**config.mk**
```make
export PLATFORM = sky130hd
export DESIGN_NAME = dev_msr_bank
export DESIGN_NICKNAME = d
export VERILOG_FILES = /design/src/rtl/dev_msr_pkg.sv /design/src/rtl/msr_idx_decode.sv /design/src/rtl/msr_rw_reg.sv /design/src/rtl/msr_smi_ctrl.sv /design/src/rtl/dev_msr_bank.sv
export SDC_FILE = /design/constraint.sdc
export NUM_CORES = 1
export LEC_CHECK = 0
export BUFFER_PORTS_ARGS = -buffer_cell sky130_fd_sc_hd__buf_2
export CAP_MARGIN = 10
export CORE_MARGIN = 2
export CORE_UTILIZATION = 25
export DETAILED_ROUTE_END_ITERATION = 6
export PLACE_DENSITY_LB_ADDON = 0.1
export RECOVER_POWER = 100
export SYNTH_ARGS = -nofsm -noshare
export SYNTH_HDL_FRONTEND = slang
export SYNTH_SLANG_ARGS = --single-unit
```
**constraint.sdc**
```tcl
create_clock -name clk -period 1.6 [get_ports clk]
set_clock_uncertainty 0.1 [all_clocks]
set_input_delay 0 -clock clk [delete_from_list [all_inputs] [get_ports clk]]
set_output_delay 0 -clock clk [all_outputs]
set_load 0.1 [all_outputs]
```
**src/rtl/dev_msr_pkg.sv**
```systemverilog
package dev_msr_pkg;

    localparam int MSR_W   = 64;
    localparam int HALF_W  = MSR_W / 2;
    localparam int NUM_EVT = HALF_W;
    localparam int NUM_STD = 6;
    localparam int RW_SLOTS = 3;

    typedef enum logic [2:0] {
        IDX_CAP  = 3'd0,
        IDX_CFG  = 3'd1,
        IDX_SMI  = 3'd2,
        IDX_ERR  = 3'd3,
        IDX_PM   = 3'd4,
        IDX_DIAG = 3'd5
    } msr_idx_e;

    typedef struct packed {
        logic [HALF_W-1:0] flag;
        logic [HALF_W-1:0] en;
    } smi_word_t;

    typedef struct packed {
        logic              valid;
        logic              err;
        logic [MSR_W-1:0]  data;
    } msr_resp_t;

    function automatic logic [MSR_W-1:0] cap_word(input logic [15:0] dev,
                                                  input logic [7:0]  rev);
        return {40'd0, dev, rev};
    endfunction

    function automatic logic [NUM_EVT-1:0] gate_events(input logic [NUM_EVT-1:0] evt,
                                                       input logic [NUM_EVT-1:0] en,
                                                       input logic               active_low);
        return evt & (active_low ? ~en : en);
    endfunction

    function automatic msr_idx_e rw_slot_index(input int slot);
        case (slot)
            0:       return IDX_CFG;
            1:       return IDX_ERR;
            default: return IDX_PM;
        endcase
    endfunction

endpackage

```
**src/rtl/msr_idx_decode.sv**
```systemverilog
module msr_idx_decode
    import dev_msr_pkg::*;
#(
    parameter int IDX_W = 4
) (
    input  logic                acc_valid,
    input  logic [IDX_W-1:0]    acc_index,
    output logic [NUM_STD-1:0]  sel,
    output logic                bad_idx
);

    for (genvar k = 0; k < NUM_STD; k++) begin : g_sel
        assign sel[k] = acc_valid && (acc_index == IDX_W'(k));
    end

    assign bad_idx = acc_valid && (acc_index >= IDX_W'(NUM_STD));

endmodule

```
**src/rtl/msr_rw_reg.sv**
```systemverilog
module msr_rw_reg
    import dev_msr_pkg::*;
#(
    parameter logic [MSR_W-1:0] RST_VAL = '0
) (
    input  logic              clk,
    input  logic              rst,
    input  logic              we,
    input  logic [MSR_W-1:0]  wdata,
    output logic [MSR_W-1:0]  q
);

    always_ff @(posedge clk) begin
        if (rst)     q <= RST_VAL;
        else if (we) q <= wdata;
    end

endmodule

```
**src/rtl/msr_smi_ctrl.sv**
```systemverilog
module msr_smi_ctrl
    import dev_msr_pkg::*;
#(
    parameter logic               EN_ACTIVE_LOW = 1'b0,
    parameter logic [NUM_EVT-1:0] ASYNC_MASK    = '0
) (
    input  logic               clk,
    input  logic               rst,
    input  logic               we,
    input  logic [MSR_W-1:0]   wdata,
    input  logic [NUM_EVT-1:0] evt_in,
    output smi_word_t          word,
    output logic               async_req,
    output logic               sync_req
);

    smi_word_t          word_q;
    smi_word_t          word_d;
    smi_word_t          wr_word;
    logic [NUM_EVT-1:0] rec;
    logic [NUM_EVT-1:0] clr;

    assign wr_word = smi_word_t'(wdata);
    assign rec     = gate_events(evt_in, word_q.en, EN_ACTIVE_LOW);
    assign clr     = we ? wr_word.flag : '0;

    always_comb begin
        word_d      = word_q;
        word_d.flag = (word_q.flag & ~clr) | rec;
        if (we) word_d.en = wr_word.en;
    end

    always_ff @(posedge clk) begin
        if (rst) word_q <= '0;
        else     word_q <= word_d;
    end

    assign word      = word_q;
    assign async_req = |(word_q.flag & ASYNC_MASK);
    assign sync_req  = |(word_q.flag & ~ASYNC_MASK);


    rec_flag_chk: assert property (@(posedge clk) disable iff (rst)
        1'b1 |=> ((word_q.flag & $past(rec)) == $past(rec)));


    flag_cause_chk: assert property (@(posedge clk) disable iff (rst)
        1'b1 |=> ((word_q.flag & ~$past(word_q.flag) & ~$past(evt_in)) == '0));


    flag_hold_chk: assert property (@(posedge clk) disable iff (rst)
        !we |=> ((word_q.flag & $past(word_q.flag)) == $past(word_q.flag)));

endmodule

```
**src/rtl/dev_msr_bank.sv**
```systemverilog
module dev_msr_bank
    import dev_msr_pkg::*;
#(
    parameter int                 IDX_W         = 4,
    parameter logic [15:0]        DEV_ID        = 16'h0001,
    parameter logic [7:0]         REV_ID        = 8'h00,
    parameter logic               EN_ACTIVE_LOW = 1'b0,
    parameter logic [NUM_EVT-1:0] ASYNC_MASK    = '0,
    parameter logic [MSR_W-1:0]   CFG_RST       = '0,
    parameter logic [MSR_W-1:0]   ERR_RST       = '0,
    parameter logic [MSR_W-1:0]   PM_RST        = '0
) (
    input  logic               clk,
    input  logic               rst,
    input  logic               acc_valid,
    input  logic               acc_write,
    input  logic [IDX_W-1:0]   acc_index,
    input  logic [MSR_W-1:0]   acc_wdata,
    output logic               resp_valid,
    output logic [MSR_W-1:0]   resp_data,
    output logic               resp_err,
    input  logic [NUM_EVT-1:0] evt_in,
    output logic               smi_req,
    output logic               smi_async_req,
    output logic               smi_sync_req
);

    localparam logic [MSR_W-1:0] CAP_VAL = cap_word(DEV_ID, REV_ID);

    logic [NUM_STD-1:0] sel;
    logic               bad_idx;
    logic [MSR_W-1:0]   rd_words [NUM_STD];
    logic [MSR_W-1:0]   rd_mux;
    smi_word_t          smi_word;
    msr_resp_t          resp_q;

    msr_idx_decode #(.IDX_W(IDX_W)) u_dec (
        .acc_valid (acc_valid),
        .acc_index (acc_index),
        .sel       (sel),
        .bad_idx   (bad_idx)
    );

    assign rd_words[int'(IDX_CAP)]  = CAP_VAL;
    assign rd_words[int'(IDX_DIAG)] = '0;

    for (genvar g = 0; g < RW_SLOTS; g++) begin : g_rw
        localparam msr_idx_e         SLOT = rw_slot_index(g);
        localparam logic [MSR_W-1:0] RV   = (g == 0) ? CFG_RST :
                                            (g == 1) ? ERR_RST : PM_RST;
        msr_rw_reg #(.RST_VAL(RV)) u_reg (
            .clk   (clk),
            .rst   (rst),
            .we    (acc_write && sel[int'(SLOT)]),
            .wdata (acc_wdata),
            .q     (rd_words[int'(SLOT)])
        );
    end

    msr_smi_ctrl #(
        .EN_ACTIVE_LOW (EN_ACTIVE_LOW),
        .ASYNC_MASK    (ASYNC_MASK)
    ) u_smi (
        .clk       (clk),
        .rst       (rst),
        .we        (acc_write && sel[int'(IDX_SMI)]),
        .wdata     (acc_wdata),
        .evt_in    (evt_in),
        .word      (smi_word),
        .async_req (smi_async_req),
        .sync_req  (smi_sync_req)
    );

    assign rd_words[int'(IDX_SMI)] = smi_word;

    always_comb begin
        rd_mux = '0;
        for (int k = 0; k < NUM_STD; k++) begin
            if (sel[k]) rd_mux = rd_mux | rd_words[k];
        end
    end

    always_ff @(posedge clk) begin
        if (rst) begin
            resp_q <= '0;
        end else begin
            resp_q.valid <= acc_valid;
            resp_q.err   <= bad_idx;
            resp_q.data  <= (acc_write || bad_idx) ? '0 : rd_mux;
        end
    end

    assign resp_valid = resp_q.valid;
    assign resp_err   = resp_q.err;
    assign resp_data  = resp_q.data;
    assign smi_req    = smi_async_req | smi_sync_req;


    cap_read_chk: assert property (@(posedge clk) disable iff (rst)
        (acc_valid && !acc_write && acc_index == IDX_W'(IDX_CAP)) |=> (resp_data == CAP_VAL));


    diag_zero_chk: assert property (@(posedge clk) disable iff (rst)
        (acc_valid && acc_index == IDX_W'(IDX_DIAG)) |=> (resp_data == '0));


    err_resp_chk: assert property (@(posedge clk) disable iff (rst)
        resp_err |-> (resp_valid && resp_data == '0));


    req_rise_chk: assert property (@(posedge clk) disable iff (rst)
        $rose(smi_req) |-> $past(|evt_in));

endmodule

```
After elaboration in Yosys (flattened, before gate mapping). Index checks and enable logic that the tools add are counted. W data, S select, Z words.

Order comparisons: 1. Equality and inequality tests: 4. Multiplexer cells: 6. Bitwise gates (word level): 8. Reductions and logical operators: 14.

Operators with widths (number): $mux W64 (4); $or A64 B64 Y64 (3); $and A32 B32 Y32 (2); $or A9 B64 Y64 (1); $mux W32 (1); $not A32 Y32 (1); $or A32 B32 Y32 (1); $reduce_or A32 Y1 (1); $logic_and A1 B1 Y1 (10); $mux W9 (1); $eq A4 B2 Y1 const B (2); $eq A4 B1 Y1 const B (1); $eq A4 B3 Y1 const B (1); $ge A4 B3 Y1 const B (1); $logic_not A4 Y1 (1); $reduce_or A2 Y1 (1); $logic_or A1 B1 Y1 (1).

Register bits: 322. Input port bits: 104. Output and inout port bits: 69. Logic and storage cells: 41.

Longest topological paths before layout. Gate-level depths: netlist of the first run.

Depth after elaboration: 11. Depth in mapped cells: 6. Depth with buffers taken out: 3.

Cells and area by module. From an unflattened synthesis of the first run, not the netlist that was laid out.

Cells, all modules: 1183. Area, all modules: 12410.7 um^2.

By module, submodules not included: msr_rw_reg (times used 3, cells each 206, area an instance 2290.9 um^2, sequential area each 1281.2 um^2); dev_msr_bank (times used 1, cells each 301, area an instance 3069.2 um^2, sequential area each 1321.3 um^2); msr_smi_ctrl (times used 1, cells each 251, area an instance 2399.8 um^2, sequential area each 1281.2 um^2); msr_idx_decode (times used 1, cells each 13, area an instance 68.8 um^2, sequential area each 0.0 um^2).

Worst setup path before layout of the first run. No wires, ideal clock.

Kind: register to output. From: reg u_smi.word_q (netlist bit u_smi.word[37]). To: out smi_sync_req. Data arrival time: 1.512 ns. Data required time: 1.500 ns. Path slack: -0.012 ns. Stages on the path, launching flop included: 5. Path buffers: 1. Path through: dfxtp_1 > nor4_1 > nand4_1 > or2_2 > buf_4.

Longest elaborated chain between the ends: 1.

Ends and longest elaborated chain: start: declaration (RTL line msr_smi_ctrl.sv:17) `smi_word_t word_q;`; start signal: assignment (RTL line msr_smi_ctrl.sv:35) `else word_q <= word_d;`; $reduce_or A32 Y1 (RTL line msr_smi_ctrl.sv:40) `assign sync_req = |(word_q.flag & ~ASYNC_MASK);`; end: declaration (RTL line dev_msr_bank.sv:25) `output logic smi_sync_req`.

Every way passes these cells.

Final worst setup path of the first run.
From: reg u_smi.word_q (netlist bit u_smi.word[62]). To: out smi_req.

Longest elaborated chain between the ends: 1.

Ends and longest elaborated chain: $reduce_or A32 Y1 (RTL line msr_smi_ctrl.sv:40); end: declaration (RTL line dev_msr_bank.sv:23) `output logic smi_req,`.

Every way passes these cells.

==> flow_metrics.py, run 1 <==
metrics = {
    "layout": {
        "fill_cells": 6188,
        "multi_input_area_um2": 7960,
        "n_antenna_cell": 0,
        "layout-drive-gt1-share": 0.272,
        "layout_commonest_cell": "dfxtp_1",
        "register_area_um2": 6460,
        "mostFrequentLayoutCells": "309 x dfxtp_1, 290 x nand2b_1, 224 x mux2i_1",
        "area_growth_pct": 30.1,
        "fin_nets": 1850,
        "final_area_um2": 19600,
        "stdcell_count": 2557,
    },
    "critical_path": {
        "crit_arrival_ns": 1.89,
        "crit_chain": "nor4_2 -> buf_4 -> nand4_1 -> or2_4 -> buf_12",
        "critPathKind": "reg2out",
        "worst-path-buf-inv": 2,
        "critPathSlowestCell": "dfxtp_2",
        "cp.required_ns": 1.50,
        "critPathLaunchType": "flip-flop",
        "cp-end-kind": "primary output",
        "crit_family": "simple AND/OR/NAND/NOR gates",
        "path_max_fanout": 2,
        "max_stage_delay_ns": 0.32,
    },
    "floorplan": {
        "die_area_um2": 62300,
        "pin_count": 173,
        "start_util": 0.251,
        "rows": 90,
        "die_x_um": 250,
        "coreArea_um2": 60000,
        "die-height_um": 250,
    },
    "sta": {
        "hold_viol": 0,
        "layout_setup_ws_ns": -0.393,
        "setup_viol": 178,
        "drv_slew": 0,
        "worst_pin_slew_ns": 0.613,
        "slew_headroom": 0.591,
        "fin_crit_sh": 1.25,
        "fin_hold_ws_ns": 0.0145,
        "grt_setup_unrepaired": "yes",
        "fin_crit_ns": 1.99,
        "fmax_ghz": 0.502,
    },
    "clock_tree": {
        "numCtsBuffers": 41,
        "clockBufferDepth": 3,
        "cts.sinks": 322,
        "cts_setup_buffers": 0,
        "cts_tree": "yes",
        "h-tree-depth": 2,
        "cts-root-buf": "clkbuf_16",
        "path_clk_slew_ns": 0.05,
        "clk_latency_ns": 0.56,
    },
    "power": {
        "p_switching_w": 0.00452,
        "powerDensity_nw_per_um2": 963,
        "power_leakage_nw": 8.72,
        "ir_worst_vdd_uv": 588,
        "comb_power_share": 0.075,
        "seqPwrFrac": 0.428,
        "p_int_w": 0.0144,
        "p_clk_frac": 0.497,
        "swShare": 0.239,
        "fin_total_pwr_w": 0.0189,
    },
    "yosys": {
        "synth_area_um2": 15100,
        "syn_avg_cell_area_um2": 10.3,
        "synth-seq-cells": 322,
        "synth_cells": 1466,
        "yosys.area.top_type": "dfxtp_1",
        "ys_types": 32,
        "synth_warnings": 0,
        "syn-num-nets": 1570,
        "synth.top_cell.area_share": 0.427,
        "ys_seq_area_frac": 0.427,
        "synth_area_leaders": "dfxtp_1 43%, mux2i_1 15%, nand2b_1 12%, and3b_1 7.4%, mux2_2 4.7%",
    },
    "place": {
        "routabilityCongestion": 0.746,
        "placed_area_um2": 17200,
        "dp.final_hpwl_mm": 32.8,
        "numPortBuffers": 171,
        "placed_cells": 2380,
    },
    "grt": {
        "grtUsageTotal": 0.156,
        "grt_pass1_wl_mm": 74.2,
        "antenna_found_initial": 1,
        "grt_max_degree": 67,
        "grt_pass1_vias": 11645,
        "grt_overflow": 0,
    },
    "detailed_routing": {
        "num_vias": 11284,
        "drtIter0Drc": 423,
        "drt_pass1_iterations": 5,
        "viasPerCell": 4.41,
        "drtAntennaViolNets": 0,
        "wl_per_cell_um": 19.2,
        "remaining_drc_errors": 0,
        "wirelength_mm": 49.0,
    },
    "min_path": {
        "hold_class": "in2reg",
    },
    "run": {
        "maxCapViolCount": 0,
    },
    "outcome": {
        "failed_checks": "setup timing",
        "run_status": "finished with violations",
    },
}
## logic make-up after synthesis
group,synth area share
flops,0.427
simple gates,0.229
mux,0.196
compound gates,0.101
buf+inv,0.0473
other cells,0.000249
## Yosys cell counts
| master | count |
|---|---|
| buf_1 | 2 |
| a21oi_2 | 60 |
| and3_1 | 2 |
| nor2b_1 | 3 |
| nand3b_1 | 1 |
| nand4_1 | 2 |
| mux2i_1 | 224 |
| buf_6 | 25 |
| nor3b_2 | 1 |
| nand3_1 | 5 |
| mux2_2 | 63 |
| and4bb_1 | 1 |
| a311oi_1 | 2 |
| a311oi_2 | 30 |
| a211o_1 | 1 |
| or2_2 | 1 |
| buf_2 | 27 |
| o21ai_1 | 63 |
| conb_1 | 1 |
| dfxtp_1 | 322 |
| a31oi_1 | 1 |
| and3b_1 | 127 |
| and2_1 | 1 |
| clkbuf_1 | 63 |
| and2b_1 | 1 |
| nand2_1 | 95 |
| buf_4 | 7 |
| a21oi_1 | 35 |
| nand2b_1 | 290 |
| nor4_1 | 8 |
| a21o_1 | 1 |
| a2111o_1 | 1 |
## repair_timing
action,CTS,global route
hold buffers,104,4
setup endpoints to repair,2,152
resized for setup,16,15
gates cloned,0,1
pin swaps,2,5
endpoints found under the hold margin,276,9
## registers in the layout, indices dropped and copies added (netlist names)
| name | cells |
|---|---|
| u_smi.word | 64 |
| resp_data | 64 |
| g_rw.u_reg.q | 192 |
| resp_valid | 1 |
| resp_err | 1 |
## per-stage QoR
stage / TNS (ns) / setup slack (ns) / util
5_1_grt: -48.20 / -0.481 / 0.327
3_5_place_dp: -0.362 / -0.181 / 0.287
6_report: -29.93 / -0.393 / 0.327
3_3_place_gp: -0.324 / -0.162 / 0.287
4_1_cts: -9.26 / -0.484 / 0.328
2_1_floorplan: 0 / 0.177 / -
## worst reg2reg max path: stages, from the launching register on
cell and delay (ns):
dfxtp_1 0.45, nand2_1 0.10, a311oi_2 0.26, dlygate4sd3_1 0.58
## final timing paths
path         slack [ns]                              end  cells after the start                             from
max               -0.39                          smi_req                      5        u_smi.word[62]$_SDFF_PP0_
min                0.01          resp_data[9]$_SDFF_PP0_                      5                        acc_valid
max reg2reg        0.05        u_smi.word[38]$_SDFF_PP0_                      3       u_smi.word[6]$_SDFFE_PP0N_
min reg2reg        0.37  g_rw[0].u_reg.q[6]$_SDFFE_PP0P_                      2  g_rw[0].u_reg.q[6]$_SDFFE_PP0P_
## metal layers
layer,vias up,global-route usage,share of wire
met5,-,0,0.00020
met4,2,0.0348,0.017
met3,54,0.0247,0.029
met2,145,0.250,0.46
met1,5446,0.219,0.50
li1,5637,-,-
## final cells by class
| type | count | area share |
|---|---|---|
| Multi-Input combinational cell | 1020 | 0.405 |
| Timing Repair Buffer | 361 | 0.147 |
| Tap cell | 782 | 0.0498 |
| Clock buffer | 59 | 0.0614 |
| Sequential cell | 322 | 0.329 |
| Clock inverter | 13 | 0.00746 |
## power by group through the flow
stage          sequential (W)  clock, W  combinational (W)
2_1_floorplan         0.00828         0           0.000698
3_3_place_gp          0.00827         0            0.00127
6_report              0.00810   0.00941            0.00141
5_1_grt               0.00810    0.0101            0.00151
3_5_place_dp          0.00828         0            0.00127
4_1_cts               0.00810   0.00974            0.00145
(Power assumes the default switching activity.)
==> run 2, diff against run 1 <==
--- a/config.mk
+++ b/config.mk
@@ -5,6 +5,7 @@
 export SDC_FILE = /design/constraint.sdc
 export NUM_CORES = 1
 export LEC_CHECK = 0
+export ABC_AREA = 1
 export BUFFER_PORTS_ARGS = -buffer_cell sky130_fd_sc_hd__buf_2
 export CAP_MARGIN = 10
 export CORE_MARGIN = 2
@@ -12,6 +13,7 @@
 export DETAILED_ROUTE_END_ITERATION = 6
 export PLACE_DENSITY_LB_ADDON = 0.1
 export RECOVER_POWER = 100
+export REMOVE_ABC_BUFFERS = 1
 export SYNTH_ARGS = -nofsm -noshare
 export SYNTH_HDL_FRONTEND = slang
 export SYNTH_SLANG_ARGS = --single-unit
==> run 2 against run 1 <==
  * The run still ends with setup timing left
  * Core utilization is 1.2 points higher
  * Routed wire length is 4.0% higher
  * Worst setup slack better by 0.094 ns
  * Total power is 2.2% lower
  * Via count is 13% higher
  * Clock power is 3.8% lower
  * Non-clock buffer count is 1 higher
  * Maximum frequency is 5.0% higher
  * Synthesized cell count is 24% higher
  * Clock-buffer cell count is 1 higher
  * Cell area is 12% lower
==> flow_metrics.py, run 2 <==
metrics = {
    "floorplan": {
        "die_x_um": 231,
        "rows": 83,
        "pin_count": 173,
        "die_area_um2": 53200,
        "start_util": 0.251,
        "die-height_um": 231,
        "coreArea_um2": 51100,
    },
    "power": {
        "power_leakage_nw": 6.92,
        "ir_worst_vdd_uv": 643,
        "swShare": 0.243,
        "comb_power_share": 0.072,
        "p_int_w": 0.0140,
        "powerDensity_nw_per_um2": 1070,
        "p_switching_w": 0.00449,
        "p_clk_frac": 0.489,
        "fin_total_pwr_w": 0.0185,
        "seqPwrFrac": 0.439,
    },
    "clock_tree": {
        "cts.sinks": 322,
        "cts_tree": "yes",
        "path_clk_slew_ns": 0.06,
        "clk_latency_ns": 0.56,
        "h-tree-depth": 2,
        "cts-root-buf": "clkbuf_16",
        "numCtsBuffers": 40,
        "clockBufferDepth": 3,
    },
    "layout": {
        "stdcell_count": 2795,
        "top_register": "g_rw.u_reg.q",
        "mostFrequentLayoutCells": "519 x nand2_1, 400 x nor2_1, 317 x dfxtp_1",
        "area_growth_pct": 34.8,
        "layout-drive-gt1-share": 0.153,
        "n_antenna_cell": 0,
        "fin_util": 0.339,
        "fin_nets": 2194,
        "layout_commonest_cell": "nand2_1",
        "largest_reg_flops": 192,
    },
    "min_path": {
        "hold_class": "in2reg",
    },
    "critical_path": {
        "crit_arrival_ns": 1.80,
        "critPathSlowestCell": "dfxtp_2",
        "max_stage_delay_ns": 0.33,
        "cp.required_ns": 1.50,
        "critPathKind": "reg2out",
        "crit_family": "simple AND/OR/NAND/NOR gates",
        "critPathLaunchType": "flip-flop",
        "crit_chain": "nor2_4 -> buf_6 -> nand4_1 -> nor2_1 -> nand4_1 -> buf_6 -> buf_12",
        "cp-end-kind": "primary output",
        "path_max_fanout": 2,
        "worst-path-buf-inv": 3,
    },
    "yosys": {
        "ys_types": 20,
        "syn_avg_cell_area_um2": 7.04,
        "yosys.area.top_type": "dfxtp_1",
        "synth_edf_count": 0,
        "synth_top_flop_cell": "dfxtp_1",
        "post-synth-top-count-cell": "nand2_1",
        "synth_warnings": 0,
        "synth_cells": 1823,
        "synth-seq-cells": 322,
        "synth.top_cell.area_share": 0.502,
        "ys_seq_area_frac": 0.502,
        "synth_area_leaders": "dfxtp_1 50%, nand2_1 15%, nor2_1 12%, a21oi_1 5.0%, o21ai_0 5.0%",
        "synth_area_um2": 12800,
        "synthTopCellsByCount": "518 x nand2_1, 406 x nor2_1, 322 x dfxtp_1",
        "async_flop_share": 0,
    },
    "grt": {
        "grt_pass1_wl_mm": 76.6,
        "grt_overflow": 0,
        "antenna_found_initial": 3,
        "grt_pass1_vias": 12253,
        "grt_max_degree": 131,
        "grtUsageTotal": 0.188,
    },
    "detailed_routing": {
        "met1_length_mm": 24.5,
        "wirelength_mm": 51.0,
        "wl_per_cell_um": 18.3,
        "wl_met2_mm": 23.2,
        "drt_pass1_iterations": 5,
        "highest_layer": "met5",
        "num_vias": 12731,
        "drtAntennaViolNets": 0,
        "viasPerCell": 4.55,
        "met3_length_mm": 2.18,
        "drtIter0Drc": 756,
        "remaining_drc_errors": 0,
    },
    "sta": {
        "worst_pin_slew_ns": 1.05,
        "grt_setup_unrepaired": "yes",
        "slew_headroom": 0.303,
        "setup_viol": 19,
        "fmax_ghz": 0.527,
        "fin_crit_ns": 1.90,
        "layout_setup_ws_ns": -0.299,
        "drv_slew": 0,
        "setup-tns-final_ns": -2.51,
        "fin_crit_sh": 1.19,
        "hold_viol": 0,
    },
    "outcome": {
        "run_status": "finished with violations",
        "failed_checks": "setup timing",
    },
    "place": {
        "routabilityCongestion": 0.762,
        "numPortBuffers": 171,
        "dp.final_hpwl_mm": 30.1,
        "placed_cells": 2604,
    },
    "run": {
        "maxCapViolCount": 0,
    },
}
-- run 2: changes by cell type after synthesis, sizes merged, moves of 92 or more --
| cell | before | now |
|---|---|---|
| nand3 | 5 | 97 |
| nand2b | 290 | 0 |
| mux2i | 224 | 0 |
| and3b | 127 | 0 |
| nor2 | 0 | 409 |
| nand2 | 95 | 520 |
-- run 2: metrics by stage --
| step | hold slack, ns | setup WS, ns | instance area [µm²] |
|---|---|---|---|
| after detailed placement | 0.169 | 0.000407 | 14800 |
| after global routing | 0.0763 | -0.397 | 17300 |
| after floorplan | -0.0309 | -3.61 | 12200 |
| after CTS | 0.0165 | -0.356 | 17400 |
| final | 0.0449 | -0.299 | 17300 |
| after global placement | 0.168 | -0.0548 | 14800 |
-- run 2: area by class of cell --
class                           count  area, µm²
Clock buffer                       60       1230
Sequential cell                   322       6450
Tap cell                          680        851
Clock inverter                      7       72.6
Multi-Input combinational cell   1354       5770
Inverter                           10       42.5
Timing Repair Buffer              362       2900
Fill cell                        5573      33800
-- run 2: worst reg2reg max path: cells and delay by family, from the launching register on --
kind | cells | cell delay (ns)
flops | 1 | 0.31
simple gates | 6 | 0.39
buf+inv | 1 | 0.55
-- run 2: cells by family after synthesis --
kind of cell,synth area share
and+or+nand+nor,0.345
DFF,0.502
AOI/OAI and AO/OA,0.100
buffers and inverters,0.0526
other,0.000292
-- run 2: per-layer routing --
layer / vias to the layer above / GRT usage
met1: 5954 / 0.259
li1: 6408 / -
met4: 6 / 0.0577
met3: 83 / 0.0271
met2: 280 / 0.304
met5: - / 0
-- run 2: path summary, 6_finish.rpt --
| kind | slack [ns] | to | start | cells past startpoint |
|---|---|---|---|---|
| setup / recovery | -0.30 | smi_sync_req | u_smi.word[56]$_SDFF_PP0_ | 7 |
| setup reg to reg | 0.13 | resp_data[8]$_SDFF_PP0_ | g_rw[0].u_reg.q[8]$_SDFFE_PP0P_ | 7 |
| hold reg to reg | 0.36 | g_rw[0].u_reg.q[36]$_SDFFE_PP0P_ | g_rw[0].u_reg.q[36]$_SDFFE_PP0P_ | 2 |
| hold / removal | 0.04 | resp_data[18]$_SDFF_PP0_ | acc_index[1] | 7 |
-- run 2: repair_timing --
item	CTS	global route
hold buffers	120	0
resized for setup	17	8
gates cloned	0	1
setup buffers	2	1
endpoints found under the hold margin	309	0
setup endpoints to repair	2	19
pin swaps	4	6
-- run 2: power groups by stage --
stage,clock (W),sequential (W),combinational (W)
6_report,0.00905,0.00812,0.00133
5_1_grt,0.00965,0.00812,0.00144
4_1_cts,0.00934,0.00812,0.00135
3_5_place_dp,0,0.00829,0.00111
3_3_place_gp,0,0.00829,0.00111
2_1_floorplan,0,0.00831,0.000367
